`config.mk`:
```
export PLATFORM = sky130hd
export DESIGN_NAME = burst_master
export DESIGN_NICKNAME = d
export VERILOG_FILES = /design/src/rtl/bm_pkg.sv /design/src/rtl/bm_beat_track.sv /design/src/rtl/bm_seq.sv /design/src/rtl/burst_master.sv
export SDC_FILE = /design/constraint.sdc
export NUM_CORES = 1
export LEC_CHECK = 0
export ABC_CLOCK_PERIOD_IN_PS = 3960
export BUFFER_PORTS_ARGS = -buffer_cell sky130_fd_sc_hd__buf_2
export CAP_MARGIN = 30
export CORE_UTILIZATION = 49
export DETAILED_ROUTE_END_ITERATION = 10
export GPL_TIMING_DRIVEN = 1
export PLACE_DENSITY_LB_ADDON = 0.2
export RECOVER_POWER = 25
export SYNTH_ARGS = -nofsm -noshare
export SYNTH_HDL_FRONTEND = slang
export SYNTH_SLANG_ARGS = --single-unit
export TNS_END_PERCENT = 100
```
`constraint.sdc`:
```
create_clock -name clk -period 3.96 [get_ports clk]
set_input_delay 0.198 -clock clk [delete_from_list [all_inputs] [get_ports clk]]
set_output_delay 0.198 -clock clk [all_outputs]
set_load 0.01 [all_outputs]
```
`src/rtl/bm_pkg.sv`:
```
package bm_pkg;
  typedef enum logic [1:0] {
    ST_IDLE = 2'd0,
    ST_ADDR = 2'd1,
    ST_DATA = 2'd2,
    ST_HOLD = 2'd3
  } bm_state_e;
endpackage

```
`src/rtl/bm_beat_track.sv`:
```
module bm_beat_track #(
  parameter int BEATS = 4,
  parameter int CNT_W = 2
) (
  input  logic             clk,
  input  logic             rst_n,
  input  logic             clear,
  input  logic             advance,
  output logic [CNT_W-1:0] beat,
  output logic             is_last
);
  localparam logic [CNT_W-1:0] LAST_IDX = CNT_W'(BEATS - 1);

  always_ff @(posedge clk) begin
    if (!rst_n)       beat <= '0;
    else if (clear)   beat <= '0;
    else if (advance) beat <= beat + 1'b1;
  end

  assign is_last = (beat == LAST_IDX);
endmodule

```
`src/rtl/bm_seq.sv`:
```
module bm_seq
  import bm_pkg::*;
(
  input  logic clk,
  input  logic rst_n,
  input  logic req_go,
  input  logic backoff,
  input  logic ready,
  input  logic is_last,
  output logic idle,
  output logic issue,
  output logic own,
  output logic data_ph,
  output logic accept,
  output logic finish
);
  bm_state_e state, state_nx;

  always_comb begin
    state_nx = state;
    unique case (state)
      ST_IDLE: if (req_go) state_nx = ST_ADDR;
      ST_ADDR: state_nx = backoff ? ST_HOLD : ST_DATA;
      ST_DATA: begin
        if (backoff)                state_nx = ST_HOLD;
        else if (ready && is_last)  state_nx = ST_IDLE;
      end
      ST_HOLD: if (!backoff) state_nx = ST_ADDR;
      default: state_nx = ST_IDLE;
    endcase
  end

  always_ff @(posedge clk) begin
    if (!rst_n) state <= ST_IDLE;
    else        state <= state_nx;
  end

  assign idle    = (state == ST_IDLE);
  assign issue   = (state == ST_ADDR);
  assign data_ph = (state == ST_DATA);
  assign own     = issue || data_ph;
  // back-off wins over a ready in the same cycle
  assign accept  = data_ph && ready && !backoff;
  assign finish  = accept && is_last;
endmodule

```
`src/rtl/burst_master.sv`:
```
module burst_master #(
  parameter int ADDR_W = 32,
  parameter int DATA_W = 32,
  parameter int BEATS  = 4,
  localparam int CNT_W = $clog2(BEATS)
) (
  input  logic                    clk,
  input  logic                    rst_n,
  input  logic                    req_valid,
  output logic                    req_ready,
  input  logic                    req_write,
  input  logic                    req_lock,
  input  logic [ADDR_W-1:0]       req_addr,
  input  logic [BEATS*DATA_W-1:0] req_wdata,
  output logic                    rsp_rvalid,
  output logic [CNT_W-1:0]        rsp_beat,
  output logic [DATA_W-1:0]       rsp_rdata,
  output logic                    rsp_done,
  output logic                    bus_start,
  output logic [ADDR_W-1:0]       bus_addr,
  output logic                    bus_write,
  output logic                    bus_lock,
  output logic                    bus_last,
  output logic                    bus_own,
  output logic [DATA_W-1:0]       bus_wdata,
  input  logic [DATA_W-1:0]       bus_rdata,
  input  logic                    bus_ready,
  input  logic                    bus_backoff
);
  localparam int BYTES_W    = DATA_W / 8;
  localparam int LSB_W      = $clog2(BYTES_W);
  localparam int LINE_BYTES = BEATS * BYTES_W;

  // line base plus beat offset
  function automatic logic [ADDR_W-1:0] beat_addr(input logic [ADDR_W-1:0] base,
                                                  input logic [CNT_W-1:0]  k);
    logic [ADDR_W-1:0] mask;
    mask = ~ADDR_W'(LINE_BYTES - 1);
    return (base & mask) | (ADDR_W'(k) << LSB_W);
  endfunction

  logic                    req_go;
  logic                    idle, issue, own, data_ph;
  logic                    beat_accept, beat_finish;
  logic [CNT_W-1:0]        beat;
  logic                    is_last;
  logic [ADDR_W-1:0]       base_q;
  logic                    wr_q, lock_q;
  logic [BEATS*DATA_W-1:0] wdata_q;

  assign req_go = req_valid && idle;

  bm_seq u_seq (
    .clk     (clk),
    .rst_n   (rst_n),
    .req_go  (req_go),
    .backoff (bus_backoff),
    .ready   (bus_ready),
    .is_last (is_last),
    .idle    (idle),
    .issue   (issue),
    .own     (own),
    .data_ph (data_ph),
    .accept  (beat_accept),
    .finish  (beat_finish)
  );

  bm_beat_track #(.BEATS(BEATS), .CNT_W(CNT_W)) u_track (
    .clk     (clk),
    .rst_n   (rst_n),
    .clear   (req_go),
    .advance (beat_accept),
    .beat    (beat),
    .is_last (is_last)
  );

  always_ff @(posedge clk) begin
    if (!rst_n) begin
      base_q  <= '0;
      wr_q    <= 1'b0;
      lock_q  <= 1'b0;
      wdata_q <= '0;
    end else if (req_go) begin
      base_q  <= req_addr;
      wr_q    <= req_write;
      lock_q  <= req_lock;
      wdata_q <= req_wdata;
    end
  end

  always_ff @(posedge clk) begin
    if (!rst_n) begin
      rsp_rvalid <= 1'b0;
      rsp_beat   <= '0;
      rsp_rdata  <= '0;
      rsp_done   <= 1'b0;
    end else begin
      rsp_rvalid <= beat_accept && !wr_q;
      rsp_done   <= beat_finish;
      if (beat_accept && !wr_q) begin
        rsp_beat  <= beat;
        rsp_rdata <= bus_rdata;
      end
    end
  end

  assign req_ready = idle;
  assign bus_own   = own;
  assign bus_start = issue;
  assign bus_addr  = own ? beat_addr(base_q, beat) : '0;
  assign bus_write = own && wr_q;
  assign bus_lock  = own && lock_q;
  assign bus_last  = data_ph && is_last;
  assign bus_wdata = (data_ph && wr_q) ? wdata_q[beat*DATA_W +: DATA_W] : '0;
endmodule

```
==> metrics.md, run 1 <==
| Metric | Value |
|---|---|
| Max frequency | `322 MHz` |
| DRC viols | `0` |
| Startpoint type of the worst setup path | `flip-flop` |
| Post-layout util | `0.703` |
| Setup Total Neg Slack | `0 ps` |
| TritonCTS Buffers | `17` |
| Synth top area share | `0.486` |
| GR Overflow Total | `0` |
| Status | `finished, violations left` |
| Sequential share of power | `0.476` |
| Share of cells above drive strength 1 | `0.245` |
| Failing checks | `capacitance limit, slew limit` |
| Most frequent cells in the layout | `nand2_1 (387), buf_2 (260), dfxtp_1 (197), a21oi_1 (193), dlygate4sd3_1 (111)` |
| Vias in the first global route | `7495` |
| # nets final | `1551` |
| Net Sw Frac | `0.267` |
| CTS tree | `done` |
| Kind of critical path | `reg2out` |
| WL/cell | `14.7 um` |
| Htree depth | `4` |
| Routed vias | `8031` |
| DR pass1 iterations | `6` |
| Power share of the combinational group | `0.171` |
| Worst Path Arrival | `2900 ps` |
| Die width | `131 um` |
| Initial drt markers | `454` |
| Critical Path Fanout Max | `19` |
| WL final | `23100 um` |
| First-pass GRT wire length | `34800 um` |
| # rows | `46` |
| Via density | `5.09` |
| Yosys cell types | `31` |
| Port bufs | `298` |
| Max-cap violations | `2` |
| Worst setup path start | `u_track.beat[0]` |
| Initial Utilization | `0.508` |
| Area of the die | `0.0172 sq mm` |
| Layout area overhead | `38.4%` |
| Pint | `3.43 mW` |
| Total power | `4.68 mW` |
| CTS clock-pin slew for the worst setup and hold paths | `70 ps` |
| Dpl ws | `1660 ps` |
| Critical path required time | `3760 ps` |
| GPL Wtd Cong | `0.760` |
| Clock Skew | `7.40 ps` |
| Post-Syn Instances | `988` |
| RSZ-0062 raised after global routing | `false` |
| Seq/Total Area, Yosys | `0.486` |
| Worst setup slack after layout | `859 ps` |
| Crit. End Element | `primary output` |
| R2r setup slk | `1290 ps` |
| Final setup fails | `0` |
| Largest net degree at the start of global routing | `104` |
| Hold_ws | `13.2 ps` |
| Initial antenna violation count | `2` |
| Final hold vios | `0` |
| Post-route minimum period | `3100 ps` |
| Clock sinks | `198` |
| CTS Buffer Depth | `2` |
| Worst-Skew Late Latency | `430 ps` |
| Start of the worst register-to-register path | `u_seq.state[0]` |
| HP Start | `bus_rdata[10]` |
| CTS Root Cell | `clkbuf_16` |
| Relative slew slack | `-0.0645` |
| Mapped Area | `0.00816 sq mm` |
| Hpwl dp | `14000 um` |
| FF+latch count, synth | `198` |
| Io pins | `305` |
| Commonest non-fill, non-tap cell in the layout | `nand2_1` |
| Mean Syn Cell Area | `8.26 sq um` |
| Hold WC Path Type | `in2reg` |
| Yosys top cell by area | `dfxtp_1` |
| Slew @ Worst Pin | `1590 ps` |
| Core area | `0.0161 sq mm` |
| Final ANT Viol Nets | `0` |
| Maximum vdd drop | `314 uV` |
| Pwr/cell area | `415 mW/mm^2` |
| Pleak | `4.89 nW` |
| Most area-consuming cells after synthesis | `dfxtp_1 (49%), nand2_1 (18%), a21oi_1 (12%)` |
| All-Layer GR Usage | `0.259` |
| Die Y | `131 um` |
| Tcrit/Tclk final | `0.783` |
| Yosys Warn Count | `0` |
| Fill count | `1274` |
| Slew Limit Fails | `119` |
| Sw power | `1.25 mW` |
| Clk pwr share | `0.353` |
==> cells by family (layout without fill, tap and decap cells) <==
logic type / Yosys count / in the layout / share of synthesized area
simple gates: 465 / 465 / 0.238
flops: 198 / 198 / 0.486
compound gates: 197 / 197 / 0.122
buf+inv: 87 / 456 / 0.0520
mux: 33 / 33 / 0.0914
fa+ha+maj: 6 / 6 / 0.00920
other cells: 1 / 5 / 0.000460
xor+xnor: 1 / 1 / 0.00107
==> final cells by class <==
cell class | instances | area [sq um] | share of cell area
Clock buffer | 24 | 492 | 0.0436
Timing Repair Buffer | 421 | 2690 | 0.238
Clock inverter | 7 | 71.3 | 0.00632
Inverter | 4 | 20.0 | 0.00177
Antenna cell | 3 | 7.51 | 0.000665
Multi-Input combinational cell | 704 | 3780 | 0.335
Tap cell | 216 | 270 | 0.0239
Sequential cell | 198 | 3970 | 0.351
==> sequential cells by signal (all words and copies together), names as in the netlist <==
register      flops
wr_q              1
rsp_rvalid        1
u_seq.state       2
rsp_beat          2
u_track.beat      2
base_q           28
rsp_rdata        32
rsp_done          1
lock_q            1
wdata_q         128
==> path summary, 6_finish.rpt <==
kind / to / cells after the start
min: rsp_rdata[10] / 3
max reg2reg: wdata_q[115] / 6
min reg2reg: base_q[4] / 2
max: bus_wdata[26] / 4
==> layer usage <==
layer	vias to the layer above	routed length [um]	share of wire	GRT usage
met2	293	11600	0.50	0.453
met4	0	704	0.030	0.122
met5	-	0	0	0
li1	3962	-	-	-
met3	60	1480	0.064	0.0672
met1	3716	9310	0.40	0.295
==> power by group through the flow <==
stage	Sequential, mW	Clock, mW	Combinational, mW
6_report	2.23	1.65	0.799
2_1_floorplan	2.25	0	0.489
5_1_grt	2.25	1.76	0.887
3_3_place_gp	2.27	0	0.697
4_1_cts	2.23	1.68	0.796
3_5_place_dp	2.27	0	0.708
==> cells in the mapped netlist <==
library cell / instances
o21ai_0: 1
mux4_2: 28
buf_8: 1
buf_1: 5
and3_1: 32
mux2i_1: 1
and2_1: 34
clkinv_1: 1
nand3_1: 1
xor2_1: 1
nor2b_1: 1
or2_1: 1
a21oi_1: 193
nand2b_1: 1
buf_12: 2
buf_4: 3
a21o_1: 1
dfxtp_1: 198
nor2_2: 1
buf_6: 1
buf_2: 28
a222oi_1: 1
conb_1: 1
nand2_1: 388
clkbuf_1: 43
nand3b_4: 1
a311oi_1: 1
inv_1: 3
mux4_1: 4
nor2_1: 5
ha_1: 6
==> repair_timing <==
action / in CTS / in global routing
hold buffers: 111 / 0
endpoints found under the hold margin: 111 / 0
setup buffers: 0 / 0
resized for setup: 0 / 0
==> metrics by stage <==
step | std cells | area [sq um]
after floorplan | 989 | 8160
after global placement | 1431 | 9640
after detailed placement | 1432 | 9670
after CTS | 1574 | 11300
after global routing | 1576 | 11300
final | 1577 | 11300
==> critical path: stages (launching register included) <==
cell     delay [ps]
dfxtp_1        1090
buf_4           470
mux4_2          550
and3_1          200
buf_2           140
Power figures use the tool's default switching activity.
==> inputs of run 2 (changes only) <==
--- a/config.mk
+++ b/config.mk
@@ -5,7 +5,7 @@
 export SDC_FILE = /design/constraint.sdc
 export NUM_CORES = 1
 export LEC_CHECK = 0
-export ABC_CLOCK_PERIOD_IN_PS = 3960
+export ABC_CLOCK_PERIOD_IN_PS = 3000
 export BUFFER_PORTS_ARGS = -buffer_cell sky130_fd_sc_hd__buf_2
 export CAP_MARGIN = 30
 export CORE_UTILIZATION = 49
==> constraint.sdc (replaced) <==
create_clock -name clk -period 3 [get_ports clk]
set_input_delay 0.15 -clock clk [delete_from_list [all_inputs] [get_ports clk]]
set_output_delay 0.15 -clock clk [all_outputs]
set_load 0.01 [all_outputs]
==> run 2 against run 1 <==
Effect of this change: the flow still finishes with violations (capacitance limit, slew limit); power increased by 42%; global-route usage increased by 3.4 points; register-to-register slack got worse by 400 ps; wire length increased by 13%; critical path depth increased by 1; worst setup slack got worse by 480 ps; clock-buffer cell count decreased by 6; cell count increased by 5.1%; first-iteration DRC count increased by 9.9%; largest cell class unchanged; largest power group unchanged; highest routed layer unchanged.
==> metrics.md, run 2 (synthesis results as in run 1) <==
| Metric | Value |
|---|---|
| Status | `finished, violations left` |
| Failing checks | `capacitance limit, slew limit` |
| Initial antenna violation count | `0` |
| Sequential share of power | `0.443` |
| Layout area overhead | `49.3%` |
| Finished Cell Area | `0.0122 sq mm` |
| Placed insts | `1436` |
| Area of the die | `0.0172 sq mm` |
| Routed vias | `8585` |
| Largest regs | `wdata_q (128), rsp_rdata (32), base_q (28)` |
| Largest Register | `wdata_q` |
| Final setup fails | `0` |
| CTS tree | `done` |
| # rows | `46` |
| Share of cells above drive strength 1 | `0.237` |
| Sw power | `1.76 mW` |
| Die Y | `131 um` |
| Crit. End Element | `flip-flop` |
| # nets final | `1633` |
| CTS Buffer Depth | `2` |
| Largest register FFs | `128` |
| GPL Wtd Cong | `0.763` |
| Initial drt markers | `499` |
| Initial Utilization | `0.508` |
| Kind of critical path | `in2reg` |
| Area after DPL | `0.00968 sq mm` |
| DRC viols | `0` |
| Power share of the combinational group | `0.177` |
| RSZ-0062 raised after global routing | `false` |
| Hpwl dp | `14500 um` |
| Commonest non-fill, non-tap cell in the layout | `nand2_1` |
| Tcrit/Tclk final | `0.875` |
| CTS Root Cell | `clkbuf_16` |
| Worst Path Arrival | `2970 ps` |
| Total power | `6.65 mW` |
| Critical Path Fanout Max | `90` |
| Htree depth | `4` |
| Core area | `0.0161 sq mm` |
| Clock Skew | `7.49 ps` |
| Io pins | `305` |
| Vias in the first global route | `8244` |
| Net Sw Frac | `0.265` |
| Slew Limit Fails | `91` |
| TritonCTS Buffers | `17` |
| Pleak | `5.28 nW` |
| Post-route insts no fill | `1658` |
| Clock sinks | `198` |
| Startpoint type of the worst setup path | `primary input` |
| CTS resizes | `0` |
| Die width | `131 um` |
| All-Layer GR Usage | `0.293` |
| Final ANT Viol Nets | `0` |
| Port bufs | `298` |
| Pint | `4.89 mW` |
| Largest net degree at the start of global routing | `91` |
| Hold_ws | `20.6 ps` |
| Most frequent cells in the layout | `nand2_1 (387), buf_2 (260), dfxtp_1 (196), a21oi_1 (193), dlygate4sd3_1 (189)` |
| Maximum vdd drop | `474 uV` |
| Setup Total Neg Slack | `0 ps` |
| WL/cell | `15.8 um` |
| Critical path required time | `3340 ps` |
| Pwr/cell area | `546 mW/mm^2` |
| Via density | `5.18` |
| First-pass GRT wire length | `39100 um` |
| Clk pwr share | `0.380` |
| GR Overflow Total | `0` |
| Max frequency | `381 MHz` |
| DR pass1 iterations | `5` |
| Relative slew slack | `-0.00917` |
| Hold WC Path Type | `in2reg` |
| WL final | `26200 um` |
| Final hold vios | `0` |
| Max-cap violations | `1` |
| Worst-Skew Late Latency | `420 ps` |
| Slew @ Worst Pin | `1510 ps` |
| Post-route minimum period | `2620 ps` |
| CTS clock-pin slew for the worst setup and hold paths | `70 ps` |
-- run 2: worst max-delay path, stage by stage --
cell and delay [ps]:
dlygate4sd3_1 550, buf_2 160, clkinvlp_4 1130, buf_4 710, a21oi_1 200
-- run 2: cell type report --
type / count / area (sq um)
Multi-Input combinational cell: 704 / 3780
Tap cell: 216 / 270
Inverter: 4 / 18.8
Clock inverter: 14 / 220
Antenna cell: 1 / 2.50
Fill cell: 1121 / 3880
Clock buffer: 18 / 439
Sequential cell: 198 / 3970
Timing Repair Buffer: 503 / 3480
-- run 2: power groups by stage --
stage / logic, mW / clock network (mW) / registers, mW
floorplan: 0.645 / 0 / 2.97
global placement: 0.935 / 0 / 2.99
detailed placement: 0.948 / 0 / 3.00
CTS: 1.15 / 2.57 / 2.94
global route: 1.29 / 2.67 / 2.97
finish: 1.18 / 2.52 / 2.95
-- run 2: metal layers --
metal | wire length, um | global-route usage | up-vias
met5 | 0 | 0 | -
met4 | 738 | 0.121 | 0
met1 | 10100 | 0.324 | 4013
li1 | - | - | 4132
met2 | 13800 | 0.544 | 370
met3 | 1590 | 0.0611 | 70
-- run 2: timing repair --
item,CTS,global route
buffers inserted,0,0
hold buffers,188,1
hold endpoints to repair,188,1
-- run 2: path summary, 6_finish.rpt --
kind / from / cells past startpoint / slack [ps] / to
setup reg to reg: u_seq.state[0] / 6 / 890 / u_seq.state[0]
hold reg to reg: wdata_q[95] / 2 / 450 / wdata_q[95]
setup / recovery: rst_n / 5 / 380 / wdata_q[107]
hold / removal: req_wdata[122] / 3 / 20 / wdata_q[122]
-- run 2: through the flow --
| step | setup slack [ps] | utilization |
|---|---|---|
| 2_1_floorplan | 1450 | - |
| 3_3_place_gp | 1060 | 0.603 |
| 3_5_place_dp | 1000 | 0.603 |
| 4_1_cts | 599 | 0.761 |
| 5_1_grt | 247 | 0.758 |
| 6_report | 375 | 0.758 |
==> inputs of run 3 (changes only) <==
--- a/config.mk
+++ b/config.mk
@@ -11,7 +11,7 @@
 export CORE_UTILIZATION = 49
 export DETAILED_ROUTE_END_ITERATION = 10
 export GPL_TIMING_DRIVEN = 1
-export PLACE_DENSITY_LB_ADDON = 0.2
+export PLACE_DENSITY = 0.8
 export RECOVER_POWER = 25
 export SYNTH_ARGS = -nofsm -noshare
 export SYNTH_HDL_FRONTEND = slang
==> run 3 against run 2 <==
Effect of this change: the flow still finishes with violations (capacitance limit, slew limit); clock power fell by 2%; register-to-register slack lost 490 ps; non-clock buffer count is 1 lower; largest cell class unchanged; worst setup slack lost 7.8 ps; highest routed layer unchanged; worst hold slack better by 4.6 ps; wire length rose by 6.2%; largest power group unchanged; first-iteration DRC count increased by 31%.
==> metrics.md, run 3 (synthesis results as in run 1) <==
| Metric | Value |
|---|---|
| Die width | `131 um` |
| Worst path depth | `5` |
| Failing checks | `capacitance limit, slew limit` |
| Crit. End Element | `flip-flop` |
| CP bufs+invs | `4` |
| Relative slew slack | `-0.193` |
| Crit-path max cell delay | `1340 ps` |
| Initial antenna violation count | `2` |
| DRC viols | `0` |
| First-pass GRT wire length | `41700 um` |
| Reg2reg path depth | `6` |
| CTS Root Cell | `clkbuf_16` |
| Core area | `0.0161 sq mm` |
| CTS tree | `done` |
| HP Start | `req_wdata[30]` |
| Area of the die | `0.0172 sq mm` |
| Tcrit/Tclk final | `0.877` |
| Worst Path Arrival | `2870 ps` |
| # nets final | `1632` |
| Htree depth | `4` |
| Maximum vdd drop | `448 uV` |
| Die Y | `131 um` |
| Setup Total Neg Slack | `0 ps` |
| TritonCTS Buffers | `17` |
| Storage element area | `0.00397 sq mm` |
| Port bufs | `298` |
| RSZ-0062 raised after global routing | `false` |
| Post-route minimum period | `2630 ps` |
| Final ANT Viol Nets | `0` |
| Largest register FFs | `128` |
| Layout area overhead | `48.9%` |
| CTS clock-pin slew for the worst setup and hold paths | `80 ps` |
| Dpl ws | `1010 ps` |
| Initial drt markers | `655` |
| CTS Buffer Depth | `2` |
| Most common cell on crit path | `clkbuf_1` |
| CP cell instances | `dlygate4sd3_1, clkbuf_1, inv_6, clkbuf_1, nor2_1` |
| Slew @ Worst Pin | `1790 ps` |
| Final hold vios | `0` |
| Slowest cell on the critical path | `clkbuf_1` |
| GPL Wtd Cong | `0.771` |
| GR Overflow Total | `0` |
| Area of the multi-input gates | `0.00377 sq mm` |
| Commonest non-fill, non-tap cell in the layout | `nand2_1` |
| Max frequency | `380 MHz` |
| Cell family with most CP delay | `buffers and inverters` |
| Io pins | `305` |
| Post-layout util | `0.757` |
| R2r endpoint | `wdata_q[81]` |
| Critical path required time | `3240 ps` |
| Vias in the first global route | `8578` |
| Initial Utilization | `0.508` |
| Startpoint type of the worst setup path | `primary input` |
| Pleak | `5.26 nW` |
| Largest regs | `wdata_q (128), rsp_rdata (32), base_q (28)` |
| WL final | `27800 um` |
| Largest Register | `wdata_q` |
| WL/cell | `16.8 um` |
| Worst Hold End | `wdata_q[30]` |
| Clock sinks | `198` |
| All-Layer GR Usage | `0.317` |
| Largest net degree at the start of global routing | `99` |
| Worst-Skew Late Latency | `430 ps` |
| DR pass1 iterations | `5` |
| R2r setup slk | `400 ps` |
| Most frequent cells in the layout | `nand2_1 (388), buf_2 (259), dfxtp_1 (196), a21oi_1 (193), dlygate4sd3_1 (190)` |
| Start of the worst register-to-register path | `u_seq.state[0]` |
| Critical Path Fanout Max | `66` |
| Clock Skew | `11.1 ps` |
| Worst setup slack after layout | `368 ps` |
| Hold WC Path Type | `in2reg` |
| Via density | `5.33` |
| Pwr/cell area | `543 mW/mm^2` |
| Kind of critical path | `in2reg` |
| WHS Path Cells | `3` |
| # rows | `46` |
| Status | `finished, violations left` |
| Share of cells above drive strength 1 | `0.233` |
| Final setup fails | `0` |
| Max-cap violations | `1` |
| Slew Limit Fails | `42` |
| Routed vias | `8830` |
| Fill count | `1038` |
| Hpwl dp | `14300 um` |
==> run 3: cell types whose count changed in the layout (fill, tap and decap cells not counted), moves of 2 or more <==
| cell | delta |
|---|---|
| buf_4 | -4 |
| clkbuf_1 | +3 |
| clkinvlp_4 | -3 |
| clkinv_2 | -2 |
| clkinv_4 | +2 |
| inv_6 | +2 |
| inv_8 | -2 |
==> run 3: report_power, final <==
part | internal, mW | switching, mW | total, mW
Sequential | 2.84 | 0.111 | 2.95
Combinational | 0.532 | 0.651 | 1.18
Clock | 1.45 | 1.01 | 2.46
Total | 4.82 | 1.78 | 6.59
==> run 3: layout make-up <==
| type | count | area share |
|---|---|---|
| diodes | 2 | 0.000412 |
| clock buffers | 21 | 0.0379 |
| clock inverters | 10 | 0.0139 |
| inverters | 4 | 0.00165 |
| multi-input cells | 704 | 0.311 |
| flip-flops and latches | 198 | 0.326 |
| well taps | 216 | 0.0222 |
| repair buffers | 502 | 0.287 |
==> run 3: metal layers <==
| layer | part of all wire | wire (um) | GRT usage |
|---|---|---|---|
| met2 | 0.51 | 14300 | 0.554 |
| met3 | 0.063 | 1770 | 0.0753 |
| met5 | 0 | 0 | 0 |
| met4 | 0.047 | 1320 | 0.199 |
| met1 | 0.38 | 10500 | 0.347 |
==> run 3: worst max path at each step <==
| stage | to | slack [ps] | from |
|---|---|---|---|
| after detailed placement | u_seq.state[0] | 1010 | u_seq.state[0] |
| after CTS | bus_wdata[16] | 600 | u_seq.state[0] |
| after floorplan | wdata_q[100] | 1450 | u_seq.state[0] |
| after global routing | wdata_q[84] | 230 | u_seq.state[0] |
| final | rsp_rvalid | 370 | rst_n |
| after global placement | u_seq.state[0] | 1060 | u_seq.state[0] |
==> run 3: what timing repair did <==
item / 4_1_cts / 5_1_grt
endpoints found under the hold margin: 190 / 0
buffers inserted: 0 / 0
hold buffers: 190 / 0
resized for setup: 0 / 0
==> run 3: tightest hold or removal path, cell delays in order <==
cell     delay [ps]
buf_2           100
nand2_1          70
a21oi_1          70
==> run 3: metrics by stage <==
step / instances / hold WS, ps / power (mW) / cell area, sq um
after floorplan: 989 / 271 / 3.61 / 8160
after global placement: 1434 / 390 / 3.92 / 9690
after detailed placement: 1434 / 395 / 3.95 / 9690
after CTS: 1655 / 5.54 / 6.56 / 12200
after global routing: 1657 / 4.63 / 6.86 / 12100
final: 1657 / 25.2 / 6.59 / 12100
